### config.mk
export PLATFORM = sky130hd
export DESIGN_NAME = hz_fwd_interlock
export DESIGN_NICKNAME = d
export VERILOG_FILES = /design/src/rtl/hz_pkg.sv /design/src/rtl/hz_stage_track.sv /design/src/rtl/hz_operand_sel.sv /design/src/rtl/hz_load_use.sv /design/src/rtl/hz_fwd_interlock.sv
export SDC_FILE = /design/constraint.sdc
export NUM_CORES = 1
export LEC_CHECK = 0
export BUFFER_PORTS_ARGS = -buffer_cell sky130_fd_sc_hd__buf_4
export CAP_MARGIN = 20
export CORE_MARGIN = 2
export CORE_UTILIZATION = 55
export DETAILED_ROUTE_END_ITERATION = 10
export PLACE_DENSITY_LB_ADDON = 0.25
export SYNTH_ARGS = -nofsm -noshare
export SYNTH_HDL_FRONTEND = slang
export SYNTH_SLANG_ARGS = --single-unit
### constraint.sdc
create_clock -name clk -period 2.03 [get_ports clk]
set_input_delay 0.3045 -clock clk [delete_from_list [all_inputs] [get_ports clk]]
set_output_delay 0.3045 -clock clk [all_outputs]
set_load 0.005 [all_outputs]
### src/rtl/hz_pkg.sv
package hz_pkg;
    typedef enum logic [1:0] {
        FWD_RF  = 2'd0,
        FWD_MEM = 2'd1,
        FWD_WB  = 2'd2
    } fwd_sel_e;

    typedef enum logic {
        S_FLOW = 1'b0,
        S_HOLD = 1'b1
    } lock_state_e;
endpackage

### src/rtl/hz_stage_track.sv
module hz_stage_track #(
    parameter int RW   = 4,
    parameter int NSRC = 3
) (
    input  logic               clk,
    input  logic               rst_n,
    input  logic               bubble,
    input  logic               id_valid,
    input  logic [NSRC*RW-1:0] id_src,
    input  logic [NSRC-1:0]    id_used,
    input  logic [RW-1:0]      id_dst,
    input  logic               id_wen,
    input  logic               id_load,
    output logic [NSRC*RW-1:0] ex_src,
    output logic [NSRC-1:0]    ex_used,
    output logic [RW-1:0]      ex_dst,
    output logic               ex_wen,
    output logic               ex_load,
    output logic [RW-1:0]      mem_dst,
    output logic               mem_wen,
    output logic [RW-1:0]      wb_dst,
    output logic               wb_wen
);
    logic take;
    assign take = id_valid && !bubble;

    always_ff @(posedge clk or negedge rst_n) begin
        if (!rst_n) begin
            ex_src  <= '0;
            ex_used <= '0;
            ex_dst  <= '0;
            ex_wen  <= 1'b0;
            ex_load <= 1'b0;
            mem_dst <= '0;
            mem_wen <= 1'b0;
            wb_dst  <= '0;
            wb_wen  <= 1'b0;
        end else begin
            ex_src  <= take ? id_src  : '0;
            ex_used <= take ? id_used : '0;
            ex_dst  <= take ? id_dst  : '0;
            ex_wen  <= take && id_wen;
            ex_load <= take && id_load;
            mem_dst <= ex_dst;
            mem_wen <= ex_wen;
            wb_dst  <= mem_dst;
            wb_wen  <= mem_wen;
        end
    end

    // a bubble leaves a no-op in the execute register
    a_r5_bubble_is_nop: assert property (@(posedge clk) disable iff (!rst_n)
        bubble |=> (!ex_wen && !ex_load && ex_used == '0));
endmodule

### src/rtl/hz_operand_sel.sv
module hz_operand_sel
    import hz_pkg::*;
#(
    parameter int RW = 4
) (
    input  logic [RW-1:0] src,
    input  logic          used,
    input  logic [RW-1:0] mem_dst,
    input  logic          mem_wen,
    input  logic [RW-1:0] wb_dst,
    input  logic          wb_wen,
    output fwd_sel_e      sel
);
    logic hit_mem, hit_wb;
    assign hit_mem = used && mem_wen && (mem_dst == src);
    assign hit_wb  = used && wb_wen  && (wb_dst  == src);

    always_comb begin
        if (hit_mem)     sel = FWD_MEM;
        else if (hit_wb) sel = FWD_WB;
        else             sel = FWD_RF;
    end
endmodule

### src/rtl/hz_load_use.sv
module hz_load_use #(
    parameter int RW   = 4,
    parameter int NSRC = 3
) (
    input  logic               id_valid,
    input  logic [NSRC*RW-1:0] id_src,
    input  logic [NSRC-1:0]    id_used,
    input  logic [RW-1:0]      ex_dst,
    input  logic               ex_wen,
    input  logic               ex_load,
    output logic               hazard
);
    logic [NSRC-1:0] hit;

    for (genvar i = 0; i < NSRC; i++) begin : g_cmp
        assign hit[i] = id_used[i] && (id_src[i*RW +: RW] == ex_dst);
    end

    assign hazard = id_valid && ex_wen && ex_load && (|hit);
endmodule

### src/rtl/hz_fwd_interlock.sv
module hz_fwd_interlock
    import hz_pkg::*;
#(
    parameter int RW   = 4,
    parameter int NSRC = 3
) (
    input  logic               clk,
    input  logic               rst_n,
    input  logic               id_valid,
    input  logic [NSRC*RW-1:0] id_src,
    input  logic [NSRC-1:0]    id_used,
    input  logic [RW-1:0]      id_dst,
    input  logic               id_wen,
    input  logic               id_load,
    output logic               stall,
    output logic               bubble,
    output logic [NSRC*2-1:0]  ex_fwd_sel
);
    localparam int SELW = 2;

    logic [NSRC*RW-1:0] ex_src;
    logic [NSRC-1:0]    ex_used;
    logic [RW-1:0]      ex_dst, mem_dst, wb_dst;
    logic               ex_wen, ex_load, mem_wen, wb_wen;
    logic               hazard;
    lock_state_e        state_q, state_d;
    logic [NSRC-1:0]    sel_wb;

    hz_stage_track #(.RW(RW), .NSRC(NSRC)) u_track (
        .clk(clk), .rst_n(rst_n), .bubble(bubble),
        .id_valid(id_valid), .id_src(id_src), .id_used(id_used),
        .id_dst(id_dst), .id_wen(id_wen), .id_load(id_load),
        .ex_src(ex_src), .ex_used(ex_used), .ex_dst(ex_dst),
        .ex_wen(ex_wen), .ex_load(ex_load),
        .mem_dst(mem_dst), .mem_wen(mem_wen),
        .wb_dst(wb_dst), .wb_wen(wb_wen)
    );

    hz_load_use #(.RW(RW), .NSRC(NSRC)) u_lu (
        .id_valid(id_valid), .id_src(id_src), .id_used(id_used),
        .ex_dst(ex_dst), .ex_wen(ex_wen), .ex_load(ex_load),
        .hazard(hazard)
    );

    for (genvar i = 0; i < NSRC; i++) begin : g_op
        fwd_sel_e sel_i;
        hz_operand_sel #(.RW(RW)) u_sel (
            .src(ex_src[i*RW +: RW]), .used(ex_used[i]),
            .mem_dst(mem_dst), .mem_wen(mem_wen),
            .wb_dst(wb_dst), .wb_wen(wb_wen),
            .sel(sel_i)
        );
        assign ex_fwd_sel[i*SELW +: SELW] = sel_i;
        assign sel_wb[i] = (sel_i == FWD_WB);

        // an unused operand reads the register file
        a_r4_unused_rf: assert property (@(posedge clk) disable iff (!rst_n)
            !ex_used[i] |-> (sel_i == FWD_RF));
        // a younger writer of the same register wins
        a_r3_younger_first: assert property (@(posedge clk) disable iff (!rst_n)
            (ex_used[i] && mem_wen && wb_wen && mem_dst == wb_dst
             && ex_src[i*RW +: RW] == mem_dst) |-> (sel_i == FWD_MEM));
    end

    // State register
    always_ff @(posedge clk or negedge rst_n) begin
        if (!rst_n) state_q <= S_FLOW;
        else        state_q <= state_d;
    end

    // Next state and outputs
    always_comb begin
        state_d = state_q;
        stall   = 1'b0;
        unique case (state_q)
            S_FLOW: begin
                if (hazard) begin          // FLOW_TO_HOLD
                    state_d = S_HOLD;
                    stall   = 1'b1;
                end                        // else FLOW_STAY
            end
            S_HOLD: begin
                state_d = S_FLOW;          // HOLD_TO_FLOW
            end
            default: state_d = S_FLOW;
        endcase
        bubble = stall;
    end

    // exactly one stall cycle per load-use pair
    a_r5_single_stall: assert property (@(posedge clk) disable iff (!rst_n)
        stall |=> !stall);
    // two cycles after a stall the load result comes from memory/writeback
    a_r6_load_lands: assert property (@(posedge clk) disable iff (!rst_n)
        stall |=> ##1 (|sel_wb));
endmodule

==> metrics <==
outcome=finished clean; clock tree buffer depth=2; Critical Path Slowest Stage Cell=dfrtp_1; Post-Layout Cell Count=approximately 230; die area=3600 µm²; Worst slew margin=74.9%; Rows=20; WHS=roughly 0.22 ns; Max Freq=just over 0.5 GHz; Die Y=60.0 µm; Setup Viol. Count Final=0; area leader, netlist=dfrtp_1; die width=between 50 and 60 µm; reg-to-reg endpoint=u_track.ex_load$_DFF_PN0_; DP Area=1940 µm²; Hold Crit Class=primary input to flip-flop; Max Slew Vio Count=0; Lkg Pwr=0.873 nW; Placed Cells=approximately 220; RSZ-0062 raised after global routing=false; Syn-to-layout area delta=17.9%; GRT overflow=0; Initial Util=56.9%; pwr dens=between 600 and 700 nW/µm²; Final Util=about 67%; Post-DP HPWL=2.67 mm; pin count of the biggest net entering global routing=33; Total Routed Length=between 3 and 4 mm; CP Class=flip-flop to primary output; cell area after layout=approximately 2000 µm²; crit path DAT=between 1.5 and 2 ns; core box area=3030 µm²; clock latency on the worst-skew pair=~0.32 ns; Final Hold Fails=0; Clk pin slew, worst setup/hold paths=~0.1 ns; Final min period=just under 2 ns; crit end category=primary output; Worst EP required=around 1.7 ns; Mean Syn Cell Area=between 10 and 15 µm²; Post-DRT Antenna Nets=0; vias per cell=roughly 5.4; Max Clock Skew=between 0.008 and 0.009 ns; Period Utilization, post-route=between 90% and 100%; vias in the first global route=around 1300; top cells by area, synth=dfrtp_1, nor4_2, xnor2_1, nand2_1, buf_4; wire per inst=roughly 15 µm; worst slew pin tran=between 0.3 and 0.4 ns; Yosys reg bits=32; port bufs=31; max cap viols=0; nets@finish=208; cells after synthesis=approximately 150; share of layout cells above drive strength 1=between 40% and 50%; clock root buffer=clkbuf_4; top-area cell type share of the netlist area=around 46%; GRT Total Usage=22.4%; Worst setup SP type=flip-flop; DRT iter0 DRCs=30; syn nets=around 180; Reg-to-Reg Start=u_track.ex_dst[2]$_DFF_PN0_; DR pass1 iterations=6; crit-path max FO=3; antenna violations before repair=0; Setup Total Neg Slack=0 ns; Peak VDD IR=~480 µV; Worst Setup EP=bubble; # IOs=32; clock sink count=32; CTS tree=done; reg2reg setup slack=~0.52 ns; TritonCTS Buffers=5; worst-path cell chain=and4b_2, nand4_1, nor2_2, or3_4, buf_4; synth warn=0; H-tree Lvls=2; R2R cell count=5; Fill cells=between 200 and 250; Synth cell types=26; DR vias=roughly 1200; Ant. Diodes=0; Synth Cell Area=approximately 1700 µm²; sequential fraction of the synthesis area=46.4%; GP Congestion=between 0.9 and 1; CP Launch Point=u_track.ex_wen$_DFF_PN0_; DRC viols=0; global-route wire length before repair=~5.7 mm; CP peak stage delay=~0.4 ns
## worst max-delay path: cells and delay by family, from the launching register on
kind,cells,cell delay (ns)
AND/OR/NAND/NOR,4,0.78
buffers and inverters,1,0.14
flip-flops,1,0.39
## repair_timing
| item | in CTS | in global routing |
|---|---|---|
| endpoints found under the hold margin | 32 | 0 |
| hold buffers | 1 | 0 |
| setup buffers | 0 | 1 |
| gates resized for setup | 0 | 7 |
| endpoints found under the setup margin | 0 | 4 |
## synth_stat cells (all sizes together)
| cell | n |
|---|---|
| o22ai | 1 |
| buf | 10 |
| o221ai | 1 |
| nand3 | 7 |
| nand2 | 24 |
| nor4 | 22 |
| nor2 | 3 |
| xnor2 | 27 |
| a221o | 1 |
| nor3 | 5 |
| clkbuf | 2 |
| inv | 5 |
| or3 | 1 |
| o2111ai | 2 |
| xor2 | 3 |
| dfrtp | 32 |
| nor2b | 1 |
| nand4 | 3 |
| and4b | 1 |
| a22o | 1 |
| nand2b | 1 |
## per-stage QoR
step | setup WS (ns) | total power, W
6_report | 0.0862 | 0.00125
5_1_grt | 0.000404 | 0.00132
4_1_cts | 0.0490 | 0.00126
3_5_place_dp | 0.322 | 0.000894
3_3_place_gp | 0.354 | 0.000887
2_1_floorplan | 0.463 | 0.000811
## layout make-up
| type | count | area [µm²] | area share [%] |
|---|---|---|---|
| Inverter | 5 | 18.8 | 0.924 |
| Timing Repair Buffer | 36 | 273 | 13.4 |
| Clock buffer | 6 | 51.3 | 2.52 |
| Tap cell | 44 | 55.1 | 2.71 |
| Sequential cell | 32 | 805 | 39.6 |
| Multi-Input combinational cell | 104 | 820 | 40.3 |
| Clock inverter | 2 | 10.0 | 0.493 |
## state kept, by name, summed over array words and instances (netlist names)
| name | cells |
|---|---|
| u_track.mem_wen | 1 |
| u_track.ex_src | 12 |
| u_track.mem_dst | 4 |
| u_track.wb_wen | 1 |
| state_q | 1 |
| u_track.ex_load | 1 |
| u_track.ex_dst | 4 |
| u_track.ex_wen | 1 |
| u_track.wb_dst | 4 |
| u_track.ex_used | 3 |
## power breakdown
group	switching (W)	internal [W]
logic	0.0000823	0.0000953
registers	0.0000368	0.000670
clock network	0.000200	0.000165
## cells in the final DEF, fill, tap and decap left out
| master | Yosys | layout |
|---|---|---|
| nor4_1 | 2 | 1 |
| clkinv_2 | 0 | 2 |
| buf_4 | 6 | 35 |
| nor3_1 | 4 | 4 |
| nand2b_1 | 1 | 1 |
| nand4_2 | 1 | 1 |
| xnor2_1 | 27 | 27 |
| nand2_2 | 1 | 1 |
| nand3_1 | 7 | 7 |
| dlygate4sd3_1 | 0 | 1 |
| dfrtp_2 | 0 | 3 |
| xor2_1 | 3 | 3 |
| nand2_1 | 23 | 23 |
| a221o_1 | 1 | 1 |
| inv_1 | 5 | 4 |
| clkbuf_8 | 0 | 1 |
| a22o_1 | 1 | 1 |
| clkbuf_4 | 0 | 5 |
| o221ai_1 | 1 | 1 |
| inv_2 | 0 | 1 |
| or3_4 | 0 | 1 |
| o22ai_1 | 1 | 1 |
| dfrtp_1 | 32 | 29 |
| nor2_2 | 3 | 3 |
| and4b_2 | 0 | 1 |
| o2111ai_1 | 2 | 2 |
| nor4_2 | 20 | 21 |
| nor3_2 | 1 | 1 |
| nand4_1 | 2 | 2 |
| nor2b_1 | 1 | 1 |
## worst min-delay path by stage
stage	start	end	slack [ns]	depth (start not counted)
2_1_floorplan	rst_n	state_q$_DFF_PN0_	0.009	0
3_3_place_gp	rst_n	u_track.ex_dst[0]$_DFF_PN0_	0.25	1
5_1_grt	id_load	u_track.ex_load$_DFF_PN0_	0.20	3
3_5_place_dp	rst_n	u_track.ex_dst[0]$_DFF_PN0_	0.26	1
4_1_cts	id_dst[2]	u_track.ex_dst[2]$_DFF_PN0_	0.21	3
6_report	id_dst[2]	u_track.ex_dst[2]$_DFF_PN0_	0.22	3
## layer usage
| metal | part of all wire, % | up-vias | wire length (µm) | track usage (%) |
|---|---|---|---|---|
| li1 | - | 588 | - | - |
| met1 | 39 | 575 | 1320 | 27.4 |
| met2 | 51 | 50 | 1710 | 34.9 |
| met3 | 5.2 | 20 | 174 | 6.06 |
| met4 | 4.9 | 0 | 166 | 14.0 |
| met5 | 0 | - | 0 | 0 |
## kinds of logic after synthesis
group,synth area share [%]
flops,46.4
xor+xnor,15.2
compound gates,2.98
buf+inv,6.75
simple gates,28.6
Power figures use the tool's default switching activity.
